--- src/rtl/mb_irq_pkg.sv ---
package mb_irq_pkg;
  localparam int WORD_W  = 16;
  localparam int ADDR_W  = 5;
  localparam int SUB_W   = 5;
  localparam int CODE_W  = 5;
  localparam int NUM_IRQ = 5;

  localparam int ADDR_LSB = WORD_W - ADDR_W;
  localparam int TX_BIT   = ADDR_LSB - 1;
  localparam int SUB_LSB  = TX_BIT - SUB_W;

  localparam logic [ADDR_W-1:0] BCAST_ADDR   = '1;
  localparam logic [SUB_W-1:0]  SUB_MODE_LO  = '0;
  localparam logic [SUB_W-1:0]  SUB_MODE_HI  = '1;
  localparam logic [CODE_W-1:0] MC_SYNC      = 5'b00001;
  localparam logic [CODE_W-1:0] MC_SYNC_DATA = 5'b10001;
  localparam logic [CODE_W-1:0] MC_RESET     = 5'b01000;

  // interrupt source index, also sticky bit position
  localparam int IX_GOOD = 0;
  localparam int IX_XMIT = 1;
  localparam int IX_SYNC = 2;
  localparam int IX_SDAT = 3;
  localparam int IX_RST  = 4;

  typedef logic [WORD_W-1:0]  word_t;
  typedef logic [NUM_IRQ-1:0] irq_vec_t;

  function automatic logic [ADDR_W-1:0] f_addr(input word_t w);
    return w[WORD_W-1:ADDR_LSB];
  endfunction

  function automatic logic f_is_tx(input word_t w);
    return w[TX_BIT];
  endfunction

  function automatic logic [SUB_W-1:0] f_sub(input word_t w);
    return w[TX_BIT-1:SUB_LSB];
  endfunction

  function automatic logic [CODE_W-1:0] f_code(input word_t w);
    return w[CODE_W-1:0];
  endfunction

  function automatic logic f_is_mode(input word_t w);
    return (f_sub(w) == SUB_MODE_LO) || (f_sub(w) == SUB_MODE_HI);
  endfunction

  function automatic logic f_hits(input word_t w, input logic [ADDR_W-1:0] mine);
    return (f_addr(w) == mine) || (f_addr(w) == BCAST_ADDR);
  endfunction
endpackage

--- src/rtl/mb_cmd_decode.sv ---
module mb_cmd_decode
  import mb_irq_pkg::*;
(
  input  logic              rt_en,
  input  logic              wd_valid,
  input  logic              wd_is_cmd,
  input  word_t             wd_value,
  input  logic [ADDR_W-1:0] my_addr,
  output logic              any_cmd,
  output logic              data_vld,
  output logic              hit_rx,
  output logic              hit_tx,
  output logic              hit_sync,
  output logic              hit_sd,
  output logic              hit_rst
);
  logic cmd_ok, is_mode;
  logic [CODE_W-1:0] code;

  always_comb begin
    any_cmd  = rt_en & wd_valid & wd_is_cmd;
    data_vld = rt_en & wd_valid & ~wd_is_cmd;
    cmd_ok   = any_cmd & f_hits(wd_value, my_addr);
    is_mode  = f_is_mode(wd_value);
    code     = f_code(wd_value);
    hit_rx   = cmd_ok & ~is_mode & ~f_is_tx(wd_value);
    hit_tx   = cmd_ok & ~is_mode &  f_is_tx(wd_value);
    hit_sync = cmd_ok & is_mode & (code == MC_SYNC);
    hit_sd   = cmd_ok & is_mode & (code == MC_SYNC_DATA);
    hit_rst  = cmd_ok & is_mode & (code == MC_RESET);
  end
endmodule

--- src/rtl/mb_rt_seq.sv ---
module mb_rt_seq
  import mb_irq_pkg::*;
(
  input  logic  clk,
  input  logic  rst_n,
  input  logic  rt_en,
  input  logic  hit_rx,
  input  logic  hit_sd,
  input  logic  any_cmd,
  input  logic  data_vld,
  input  logic  cnt_err,
  input  logic  blk_done,
  input  word_t wd_value,
  output logic  ev_blk,
  output logic  ev_sd,
  output word_t pend_cmd
);
  logic rx_pend, sd_wait;

  assign ev_blk = rt_en & blk_done & rx_pend;
  assign ev_sd  = data_vld & sd_wait & ~cnt_err;

  always_ff @(posedge clk or negedge rst_n) begin
    if (!rst_n) begin
      rx_pend  <= 1'b0;
      pend_cmd <= '0;
    end else if (hit_rx) begin
      rx_pend  <= 1'b1;
      pend_cmd <= wd_value;
    end else if (ev_blk || (data_vld && cnt_err)) begin
      rx_pend  <= 1'b0;
    end
  end

  always_ff @(posedge clk or negedge rst_n) begin
    if (!rst_n)                  sd_wait <= 1'b0;
    else if (hit_sd)             sd_wait <= 1'b1;
    else if (any_cmd | data_vld) sd_wait <= 1'b0;
  end
endmodule

--- src/rtl/mb_irq_out.sv ---
module mb_irq_out
  import mb_irq_pkg::*;
(
  input  logic     clk,
  input  logic     rst_n,
  input  irq_vec_t ev,
  input  logic     host_rd,
  input  logic     ld_rx,
  input  logic     ld_tx,
  input  logic     ld_sd,
  input  word_t    rx_word,
  input  word_t    tx_word,
  input  word_t    sd_word,
  output irq_vec_t irq_q,
  output irq_vec_t stat_q,
  output word_t    rx_reg,
  output word_t    tx_reg,
  output word_t    sd_reg
);
  always_ff @(posedge clk or negedge rst_n) begin
    if (!rst_n) begin
      irq_q  <= '0;
      stat_q <= '0;
    end else begin
      irq_q  <= ev;
      stat_q <= (host_rd ? '0 : stat_q) | ev;
    end
  end

  always_ff @(posedge clk or negedge rst_n) begin
    if (!rst_n) begin
      rx_reg <= '0;
      tx_reg <= '0;
      sd_reg <= '0;
    end else begin
      if (ld_rx) rx_reg <= rx_word;
      if (ld_tx) tx_reg <= tx_word;
      if (ld_sd) sd_reg <= sd_word;
    end
  end
endmodule

--- src/rtl/mb_event_irq.sv ---
module mb_event_irq
  import mb_irq_pkg::*;
(
  input  logic                  clk,
  input  logic                  rst_n,
  input  logic                  ctl_mode,
  input  logic [ADDR_W-1:0]     my_addr,
  input  logic                  wd_valid,
  input  logic                  wd_is_cmd,
  input  logic [WORD_W-1:0]     wd_value,
  input  logic                  wd_cnt_err,
  input  logic                  blk_done,
  input  logic                  msg_end,
  input  logic                  msg_bad,
  input  logic                  host_rd,
  output logic                  irq_good,
  output logic                  irq_xmit,
  output logic                  irq_sync,
  output logic                  irq_sync_dat,
  output logic                  irq_rt_reset,
  output logic [NUM_IRQ-1:0]    irq_stat,
  output logic [WORD_W-1:0]     rx_cmd_reg,
  output logic [WORD_W-1:0]     tx_cmd_reg,
  output logic [WORD_W-1:0]     sync_data_reg
);
  logic rt_en;
  logic any_cmd, data_vld, hit_rx, hit_tx, hit_sync, hit_sd, hit_rst;
  logic ev_blk, ev_sd, bc_ok, bc_bad;
  word_t pend_cmd;
  irq_vec_t ev_vec, irq_q;

  assign rt_en  = ~ctl_mode;
  assign bc_ok  = ctl_mode & msg_end & ~msg_bad;
  assign bc_bad = ctl_mode & msg_end &  msg_bad;

  mb_cmd_decode u_dec (
    .rt_en(rt_en), .wd_valid(wd_valid), .wd_is_cmd(wd_is_cmd),
    .wd_value(wd_value), .my_addr(my_addr),
    .any_cmd(any_cmd), .data_vld(data_vld), .hit_rx(hit_rx), .hit_tx(hit_tx),
    .hit_sync(hit_sync), .hit_sd(hit_sd), .hit_rst(hit_rst)
  );

  mb_rt_seq u_seq (
    .clk(clk), .rst_n(rst_n), .rt_en(rt_en), .hit_rx(hit_rx), .hit_sd(hit_sd),
    .any_cmd(any_cmd), .data_vld(data_vld), .cnt_err(wd_cnt_err),
    .blk_done(blk_done), .wd_value(wd_value),
    .ev_blk(ev_blk), .ev_sd(ev_sd), .pend_cmd(pend_cmd)
  );

  always_comb begin
    ev_vec          = '0;
    ev_vec[IX_GOOD] = ev_blk | bc_ok;
    ev_vec[IX_XMIT] = hit_tx | bc_bad;
    ev_vec[IX_SYNC] = hit_sync;
    ev_vec[IX_SDAT] = ev_sd;
    ev_vec[IX_RST]  = hit_rst;
  end

  mb_irq_out u_out (
    .clk(clk), .rst_n(rst_n), .ev(ev_vec), .host_rd(host_rd),
    .ld_rx(ev_blk), .ld_tx(hit_tx), .ld_sd(ev_sd),
    .rx_word(pend_cmd), .tx_word(wd_value), .sd_word(wd_value),
    .irq_q(irq_q), .stat_q(irq_stat),
    .rx_reg(rx_cmd_reg), .tx_reg(tx_cmd_reg), .sd_reg(sync_data_reg)
  );

  assign irq_good     = irq_q[IX_GOOD];
  assign irq_xmit     = irq_q[IX_XMIT];
  assign irq_sync     = irq_q[IX_SYNC];
  assign irq_sync_dat = irq_q[IX_SDAT];
  assign irq_rt_reset = irq_q[IX_RST];
endmodule

--- config.mk ---
export PLATFORM = sky130hd
export DESIGN_NAME = mb_event_irq
export DESIGN_NICKNAME = d
export VERILOG_FILES = /design/src/rtl/mb_irq_pkg.sv /design/src/rtl/mb_cmd_decode.sv /design/src/rtl/mb_rt_seq.sv /design/src/rtl/mb_irq_out.sv /design/src/rtl/mb_event_irq.sv
export SDC_FILE = /design/constraint.sdc
export NUM_CORES = 1
export LEC_CHECK = 0
export CORE_ASPECT_RATIO = 0.75
export CORE_MARGIN = 1.5
export CORE_UTILIZATION = 56
export CTS_BUF_LIST = sky130_fd_sc_hd__clkbuf_16
export DETAILED_ROUTE_END_ITERATION = 10
export DONT_BUFFER_PORTS = 1
export PLACE_DENSITY = 0.81
export SETUP_SLACK_MARGIN = 0.15
export SYNTH_ARGS = -nofsm -noshare
export SYNTH_HDL_FRONTEND = slang
export SYNTH_SLANG_ARGS = --single-unit
--- constraint.sdc ---
create_clock -name clk -period 1.5 [get_ports clk]
set_clock_uncertainty 0.15 [all_clocks]
set_input_delay 0.225 -clock clk [delete_from_list [all_inputs] [get_ports clk]]
set_output_delay 0.225 -clock clk [all_outputs]
set_load 0.02 [all_outputs]
==> impl_metrics.ini <==
[route]
antenna_left = 0
drc = 0
wl_um = 7270
num_vias = 1831
avgRoutedWirePerCell_um = 22.9
viasPerCell = 5.76
drt_iter0_drc = 75
first_pass_iters = 4

[synth]
yosys-top-cells-area = dfrtp_1 (62%), mux2_2 (17%), mux2_4 (7.3%)
yosysWarnings = 0
synth_edf_count = 0
ys_seq_area_share_pct = 61.6
synth.avg_cell_area_um2 = 16.1
syn_area_mm2 = 0.00309
synth_fp_nets = 223
synth-async-reset-ratio_pct = 100
synthFlopType = dfrtp_1
synth_top_cell_by_area = dfrtp_1
synth_top_area_share_pct = 61.6
yosysUniqueCellTypes = 32
syn_inst = 192
ys_seq_elements = 76

[timing]
post-route-period-util_pct = 97.9
slew_viol_final = 0
setup_violations = 0
rsz0062_at_grt = true
slew_headroom_pct = 76.9
period_minus_slack_ps = 1470
totalNegativeSetupSlack_ps = 0
finalHoldViolCount = 78
worstMarginPinSlew_ps = 345
hold_ws_ps = -561
fmax_ghz = 0.681

[clock_network]
cts_inserted_buffers = 9
clk_path_buf_depth = 2
htree_levels = 3
clock-root-buffer = clkbuf_16
cts_sinks = 76
cts_tree = built
clock_latency_ps = 330
clk_pin_slew_ps = 60
postCtsHoldBufs = 19

[place]
hpwl_um = 4720
portBuffers = 0
placedCellCount = 279
place.gp.congestion = 0.731

[setup_path]
critical_path_class = flip-flop to flip-flop
end_kind = flip-flop
startpoint_type = flip-flop
path_max_fanout = 6
arrival_ps = 1530
required_ps = 1560

[cells_and_area]
syn_to_final_growth_pct = 33.7
final_layout_size_suffix_gt1_share_pct = 46.9
fin_cells = 318
diodes = 0
layout.nets = 269

[grt]
grt_max_degree = 77
grt_pass1_wl_um = 10700
track_usage_pct = 25.6
grt_pass1_vias = 2012
gr-total-overflow = 0
antenna_found_initial = 0

[power_and_ir_drop]
power-per-cell-area_mw_per_mm2 = 1140
ir_drop_uv = 725
leakage_nw = 2.07

[outcome]
violations = hold timing
status = finished, violations left

[floorplan]
dieHeight_um = 67.3
pin_count = 89
dieWidth_um = 88.7
core_area_mm2 = 0.00532
start_util_pct = 58.0
rows = 23
dieArea_mm2 = 0.00597

[run]
max-cap-violations = 0

[min_path]
min_path_type = primary input to async pin
-- placed cells by master (no fill, tap or decap), types with 5 or more instances in the layout --
| master | count |
|---|---|
| dfrtp_1 | 76 |
| buf_4 | 10 |
| xnor2_4 | 5 |
| clkbuf_16 | 10 |
| dlygate4sd3_1 | 15 |
| buf_6 | 6 |
| mux2_2 | 7 |
| mux2_4 | 55 |
| nand2_1 | 7 |
-- path summary, 6_finish.rpt --
kind | from | depth (start not counted) | endpoint | slack, ps
setup / recovery | u_seq.sd_wait$_DFFE_PN0P_ | 3 | u_out.sd_reg[14]$_DFFE_PN0P_ | 30
hold / removal | rst_n | 0 | u_out.stat_q[0]$_DFF_PN0_ | -560
setup reg to reg | u_seq.sd_wait$_DFFE_PN0P_ | 3 | u_out.sd_reg[14]$_DFFE_PN0P_ | 30
hold reg to reg | u_seq.pend_cmd[10]$_DFFE_PN0P_ | 1 | u_seq.pend_cmd[10]$_DFFE_PN0P_ | 360
max in group asynchronous | rst_n | 0 | u_out.sd_reg[15]$_DFFE_PN0P_ | 1630
min in group clk | wd_cnt_err | 2 | u_out.irq_q[3]$_DFF_PN0_ | -30
-- layout make-up --
cell class	instances	area, µm²
Sequential cell	76	1900
Multi-Input combinational cell	109	1390
Fill cell	302	1200
Timing Repair Buffer	40	448
Clock buffer	9	225
Tap cell	75	93.8
Clock inverter	7	58.8
Inverter	2	7.51
-- synthesized netlist by cell type (2+ instances only) --
| cell type | count |
|---|---|
| buf_12 | 2 |
| mux2_4 | 15 |
| xnor2_1 | 5 |
| o2bb2ai_1 | 2 |
| mux2_2 | 47 |
| nand3_1 | 3 |
| a21o_1 | 2 |
| nand3b_1 | 3 |
| nand2_1 | 8 |
| o21ai_0 | 3 |
| dfrtp_1 | 76 |
| nor2_1 | 5 |
| inv_1 | 2 |
-- power breakdown --
part	switching (W)	total [W]	internal, W
logic	0.000102	0.000324	0.000222
clock network	0.000785	0.00205	0.00126
registers	0.000159	0.00232	0.00216
total	0.00105	0.00469	0.00364
-- per-layer routing --
metal / track usage (%) / routed length [µm] / vias up
li1: - / - / 774
met1: 28.4 / 2800 / 952
met2: 43.6 / 3660 / 85
met3: 11.1 / 625 / 20
met4: 10.5 / 194 / 0
met5: 0 / 0 / -
-- kinds of logic after synthesis --
family	Yosys count	synth area share (%)
AO/OA/AOI/OAI	11	2.96
buffers and inverters	7	2.31
flip-flops	76	61.6
XOR/XNOR	5	1.42
AND/OR/NAND/NOR	30	6.81
multiplexers	63	24.9
-- critical path, stage by stage, from the launching register on --
cell	delay [ps]
dfrtp_1	350
nor4b_4	320
buf_6	210
mux2_4	310
-- what timing repair did --
item / CTS / global route
resized for setup: 19 / 25
gates cloned: 0 / 1
endpoints found under the setup margin: 40 / 64
pin swaps: 4 / 6
buffers inserted: 1 / 2
endpoints found under the hold margin: 132 / 77
-- per-stage QoR --
step	cell area (µm²)	setup WS, ps	util [%]	hold WS, ps	total power, W
2_1_floorplan	3220	-243	-	-221	0.00249
3_5_place_dp	3410	-287	64.0	-219	0.00256
5_1_grt	4130	-13.1	77.5	-582	0.00486
6_report	4130	31.0	77.5	-561	0.00469
4_1_cts	3990	29.6	74.9	-576	0.00468
3_3_place_gp	3410	-229	64.0	-219	0.00254
(Power assumes the default switching activity.)
